File: src/rtl/pps_alloc_pkg.sv
package pps_alloc_pkg;

  // Next value of a per-port, per-layer busy counter.
  // A start loads the full window. A start in the tick cycle has already
  // used up one slot of the window. Otherwise each tick counts down to zero.
  function automatic int busy_next(input int cur, input logic start,
                                   input logic tick, input int window);
    if (start) begin
      return tick ? (window - 1) : window;
    end
    if (tick && (cur != 0)) begin
      return cur - 1;
    end
    return cur;
  endfunction

endpackage

File: src/rtl/pps_busy_table.sv
module pps_busy_table #(
  parameter int NUM_ENT    = 4,
  parameter int NUM_LAYERS = 4,
  parameter int WINDOW     = 2
) (
  input  logic                                 clk,
  input  logic                                 rst,
  input  logic                                 slot_tick,
  input  logic                                 use_en,
  input  logic [NUM_ENT-1:0]                   use_ent,
  input  logic [NUM_LAYERS-1:0]                use_lyr,
  output logic [NUM_ENT-1:0][NUM_LAYERS-1:0]   free_map
);
  import pps_alloc_pkg::*;

  localparam int CNT_W = $clog2(WINDOW + 1);

  for (genvar e = 0; e < NUM_ENT; e++) begin : g_ent
    for (genvar l = 0; l < NUM_LAYERS; l++) begin : g_lyr
      logic [CNT_W-1:0] busy_q;
      logic             start;

      assign start = use_en & use_ent[e] & use_lyr[l];

      always_ff @(posedge clk) begin
        if (rst) begin
          busy_q <= '0;
        end else begin
          busy_q <= CNT_W'(busy_next(int'(busy_q), start, slot_tick, WINDOW));
        end
      end

      assign free_map[e][l] = (busy_q == '0);
    end
  end

endmodule

File: src/rtl/pps_avail_merge.sv
module pps_avail_merge #(
  parameter int NUM_IN     = 4,
  parameter int NUM_OUT    = 4,
  parameter int NUM_LAYERS = 4,
  localparam int IN_W      = $clog2(NUM_IN)
) (
  input  logic [NUM_IN-1:0][NUM_LAYERS-1:0]  in_free,
  input  logic [NUM_OUT-1:0][NUM_LAYERS-1:0] out_free,
  input  logic [IN_W-1:0]                    port,
  input  logic [NUM_OUT-1:0]                 dest,
  output logic [NUM_LAYERS-1:0]              cand
);

  always_comb begin
    cand = in_free[port];
    for (int j = 0; j < NUM_OUT; j++) begin
      if (dest[j]) begin
        cand = cand & out_free[j];
      end
    end
  end

endmodule

File: src/rtl/pps_lowest_pick.sv
module pps_lowest_pick #(
  parameter int NUM_LAYERS = 4,
  localparam int LYR_W     = $clog2(NUM_LAYERS)
) (
  input  logic [NUM_LAYERS-1:0] cand,
  output logic                  found,
  output logic [LYR_W-1:0]      idx,
  output logic [NUM_LAYERS-1:0] onehot
);

  always_comb begin
    found  = |cand;
    idx    = '0;
    onehot = '0;
    for (int l = NUM_LAYERS - 1; l >= 0; l--) begin
      if (cand[l]) begin
        idx    = LYR_W'(l);
        onehot = NUM_LAYERS'(1) << l;
      end
    end
  end

endmodule

File: src/rtl/pps_layer_alloc.sv
module pps_layer_alloc #(
  parameter int NUM_IN     = 4,
  parameter int NUM_OUT    = 4,
  parameter int NUM_LAYERS = 4,
  parameter int WINDOW     = 2,
  parameter int STAMP_W    = 16,
  localparam int IN_W      = $clog2(NUM_IN),
  localparam int LYR_W     = $clog2(NUM_LAYERS)
) (
  input  logic               clk,
  input  logic               rst,
  input  logic               slot_tick,
  input  logic               in_valid,
  output logic               in_ready,
  input  logic [IN_W-1:0]    in_port,
  input  logic [NUM_OUT-1:0] in_dest,
  output logic               out_valid,
  input  logic               out_ready,
  output logic [LYR_W-1:0]   out_layer,
  output logic [STAMP_W-1:0] out_stamp,
  output logic               out_err
);

  logic [NUM_IN-1:0][NUM_LAYERS-1:0]  in_free;
  logic [NUM_OUT-1:0][NUM_LAYERS-1:0] out_free;
  logic [NUM_LAYERS-1:0]              cand;
  logic [NUM_LAYERS-1:0]              pick_1h;
  logic [LYR_W-1:0]                   pick_idx;
  logic                               pick_ok;
  logic                               accept;
  logic                               grant;
  logic [NUM_IN-1:0]                  in_sel;
  logic [STAMP_W-1:0]                 stamp_q;

  assign in_ready = !out_valid || out_ready;
  assign accept   = in_valid && in_ready;
  assign grant    = accept && pick_ok && (|in_dest);
  assign in_sel   = NUM_IN'(1) << in_port;

  pps_busy_table #(
    .NUM_ENT(NUM_IN), .NUM_LAYERS(NUM_LAYERS), .WINDOW(WINDOW)
  ) u_in_tbl (
    .clk(clk), .rst(rst), .slot_tick(slot_tick),
    .use_en(grant), .use_ent(in_sel), .use_lyr(pick_1h),
    .free_map(in_free)
  );

  pps_busy_table #(
    .NUM_ENT(NUM_OUT), .NUM_LAYERS(NUM_LAYERS), .WINDOW(WINDOW)
  ) u_out_tbl (
    .clk(clk), .rst(rst), .slot_tick(slot_tick),
    .use_en(grant), .use_ent(in_dest), .use_lyr(pick_1h),
    .free_map(out_free)
  );

  pps_avail_merge #(
    .NUM_IN(NUM_IN), .NUM_OUT(NUM_OUT), .NUM_LAYERS(NUM_LAYERS)
  ) u_merge (
    .in_free(in_free), .out_free(out_free),
    .port(in_port), .dest(in_dest), .cand(cand)
  );

  pps_lowest_pick #(.NUM_LAYERS(NUM_LAYERS)) u_pick (
    .cand(cand), .found(pick_ok), .idx(pick_idx), .onehot(pick_1h)
  );

  always_ff @(posedge clk) begin
    if (rst) begin
      stamp_q <= '0;
    end else if (grant) begin
      stamp_q <= stamp_q + 1'b1;
    end
  end

  always_ff @(posedge clk) begin
    if (rst) begin
      out_valid <= 1'b0;
      out_layer <= '0;
      out_stamp <= '0;
      out_err   <= 1'b0;
    end else if (accept) begin
      out_valid <= 1'b1;
      out_layer <= grant ? pick_idx : '0;
      out_stamp <= stamp_q;
      out_err   <= !grant;
    end else if (out_ready) begin
      out_valid <= 1'b0;
    end
  end

endmodule

File: config.mk
export PLATFORM = sky130hd
export DESIGN_NAME = pps_layer_alloc
export DESIGN_NICKNAME = d
export VERILOG_FILES = /design/src/rtl/pps_alloc_pkg.sv /design/src/rtl/pps_busy_table.sv /design/src/rtl/pps_avail_merge.sv /design/src/rtl/pps_lowest_pick.sv /design/src/rtl/pps_layer_alloc.sv
export SDC_FILE = /design/constraint.sdc
export NUM_CORES = 1
export LEC_CHECK = 0
export CORE_MARGIN = 2
export CORE_UTILIZATION = 55
export DETAILED_ROUTE_END_ITERATION = 10
export PLACE_DENSITY = 0.73
export SLEW_MARGIN = 20
export SYNTH_ARGS = -nofsm -noshare
export SYNTH_HDL_FRONTEND = slang
export SYNTH_SLANG_ARGS = --single-unit
File: constraint.sdc
create_clock -name clk -period 3.8 [get_ports clk]
set_input_delay 0.38 -clock clk [delete_from_list [all_inputs] [get_ports clk]]
set_output_delay 0.38 -clock clk [all_outputs]
set_load 0.005 [all_outputs]
==> flow_summary_export.csv <==
group,metric,value,unit
finish,layout-drive-gt1-share,9.23,%
grt,grt_util_all_layers,28.1,%
floorplan,io_pins,32,
logic_synthesis,synth_most_common_cell,"dfxtp_1",
floorplan,die_w,109,um
run_status,status,"finished, final reports clean",
floorplan,initial_core_util,56.1,%
setup_path,cp_max_fo,11,
routing,antenna_left,0,
clock_tree,post_cts_resized,0,
placed_design,gp_congestion,0.824,
finish,n_fill_cell,958,
logic_synthesis,synth_common_cells,"100 x dfxtp_1, 76 x inv_1, 62 x nor2_1",
routing,vias,5747,
logic_synthesis,synthTopCellsByArea,"dfxtp_1 33%, ha_1 6.8%, inv_1 4.7%",
logic_synthesis,yosysUniqueCellTypes,60,
sta,rsz0062_at_grt,"no",
setup_path,setup.worst_path.end_class,"register",
finish,finalNetCount,808,
setup_path,startpoint_type,"primary input",
logic_synthesis,syn_nets,799,
clock_tree,htree_levels,3,
placed_design,hpwl,11300,um
logic_synthesis,async_reset_ff_share,0,%
sta,slew_headroom,22.6,%
sta,skew,0.0152,ns
setup_path,max_stage_delay,0.76,ns
power_and_ir_drop,p_leak,2.31,nW
routing,wl_per_cell,18.0,um
grt,grt_antenna_before_repair,0,
grt,grt_max_degree,68,
logic_synthesis,ys_ff_latch,100,
clock_tree,cts_sinks,100,
power_and_ir_drop,total_power,5.37,mW
setup_path,cp_data_arrival_time,3.04,ns
clock_tree,cts-root-buf,"clkbuf_8",
logic_synthesis,avgSynthCellArea,8.06,um^2
sta,tightest_slew,1.16,ns
logic_synthesis,synth_largest_area_cell,"dfxtp_1",
floorplan,core_area,10800,um^2
finish,num_antenna_cells,0,
floorplan,dieHeight,109,um
sta,hold_viol_final,0,
clock_tree,hold_buffers,0,
routing,drt-pass1-iter-count,5,
floorplan,die_area,11900,um^2
sta,fmax,363,MHz
grt,grt.met2_usage,47.1,%
power_and_ir_drop,peakVddDrop,0.443,mV
power_and_ir_drop,power_density,805,nW/um^2
routing,viasPerCell,6.32,
logic_synthesis,synth_top_area_share,32.9,%
job,cap_violations,0,
grt,grt_pass1_wl,26200,um
routing,first_iter_violations,382,
clock_tree,clock_path_buffers,2,
placed_design,io_buffers,31,
logic_synthesis,syn_inst,755,
floorplan,num_rows,38,
grt,met3_usage,3.53,%
finish,area_growth_syn_to_layout,9.60,%
logic_synthesis,synth_warnings,0,
logic_synthesis,syn-cell-area,6080,um^2
setup_path,crit_buf_inv,2,
placed_design,dp.cells,893,
sta,period_share,72.4,%
setup_path,worstPathRequired,4.09,ns
routing,post-route-drc-count,0,
setup_path,path_class,"primary input to register",
clock_tree,cts_tree,"done",
placed_design,place_ws,0.673,ns
grt,overflow,0,
logic_synthesis,synth_edf_count,0,
logic_synthesis,synthFlopType,"dfxtp_1",
hold_path,hold_class,"primary input to register",
setup_path,crit_slowest_cell,"o2bb2ai_1",
finish,instances_no_fill,909,
sta,setup_viol,0,
clock_tree,worstSkewPairLatency,0.40,ns
logic_synthesis,ys_seq_area_share,32.9,%
grt,met1_usage,36.1,%
sta,fin_tns_setup,0,ns
clock_tree,cts.clk_slew.worst_paths,0.11,ns
grt,first_global_vias,5533,
sta,final.setup.worst_slack,1.05,ns
clock_tree,cts_made_buffers,9,
routing,drt_wl_total,16300,um
sta,min_period,2.75,ns
clock_tree,post-cts-setup-buffers,0,
setup_path,critPathTopFamily,"compound AO/OA/AOI/OAI gates",
sta,drv_slew,0,
grt,busiest_layer,"met2",
setup_path,crit_chain,"clkdlybuf4s50_1 -> nand2b_1 -> o2111ai_1 -> o2bb2ai_1 -> buf_4 -> nor3_1 -> mux2_2",
## cell type report
class / instances / area [um^2] / share of cell area [%]
Multi-Input combinational cell: 530 / 3560 / 53.4
Sequential cell: 100 / 2000 / 30.0
Timing Repair Buffer: 47 / 440 / 6.60
Inverter: 76 / 285 / 4.28
Tap cell: 140 / 175 / 2.63
Clock buffer: 9 / 124 / 1.86
Clock inverter: 7 / 83.8 / 1.26
## state kept, by name (all words and copies together), names as in the netlist
register                      cells
out_err                           1
out_layer                         2
out_stamp                        16
out_valid                         1
stamp_q                          16
u_in_tbl.g_ent.g_lyr.busy_q      32
u_out_tbl.g_ent.g_lyr.busy_q     32
## report_power, final
| group | switching [mW] | internal (mW) |
|---|---|---|
| clock network | 0.416 | 0.315 |
| logic | 1.93 | 1.19 |
| registers | 0.171 | 1.34 |
## cells by family (layout without fill, tap and decap cells)
| kind of cell | count (synthesis) | after routing | synth area share [%] |
|---|---|---|---|
| buf+inv | 125 | 139 | 8.62 |
| fa+ha+maj | 33 | 33 | 6.79 |
| mux | 26 | 26 | 5.31 |
| simple gates | 280 | 280 | 23.4 |
| flops | 100 | 100 | 32.9 |
| compound gates | 191 | 191 | 23.0 |
## cells in the final DEF, fill, tap and decap left out, types with 20 or more instances in the layout
cell type,n
nor2_1,62
dfxtp_1,100
clkdlybuf4s50_1,30
ha_1,33
mux2_2,20
nand2_1,59
inv_1,75
nand2b_1,26
a21oi_1,47
nor3_1,37
## worst paths after layout
path / startpoint / to / slack [ns] / cells after the start
setup / recovery: in_dest[2] / u_out_tbl.g_ent[3].g_lyr[3].busy_q[1] / 1.05 / 7
hold reg to reg: out_stamp[7] / out_stamp[7] / 0.46 / 2
hold / removal: rst / u_out_tbl.g_ent[0].g_lyr[0].busy_q[1] / 0.43 / 2
setup reg to reg: u_out_tbl.g_ent[0].g_lyr[1].busy_q[0] / u_out_tbl.g_ent[3].g_lyr[3].busy_q[1] / 1.09 / 8
## metal layers
layer | up-vias | routed length (um)
met1 | 2789 | 7160
met2 | 156 | 8000
met5 | - | 0
met4 | 0 | 413
li1 | 2775 | -
met3 | 27 | 753
## stage by stage
stage                     hold slack (ns)  instance area, um^2  util (%)
after global placement              0.443                 6460      59.6
final                               0.430                 6670      61.5
after CTS                           0.397                 6670      61.5
after global routing                0.422                 6670      61.5
after detailed placement            0.448                 6460      59.6
after floorplan                     0.441                 6080         -
No activity file was read; power rests on OpenSTA's default activity.
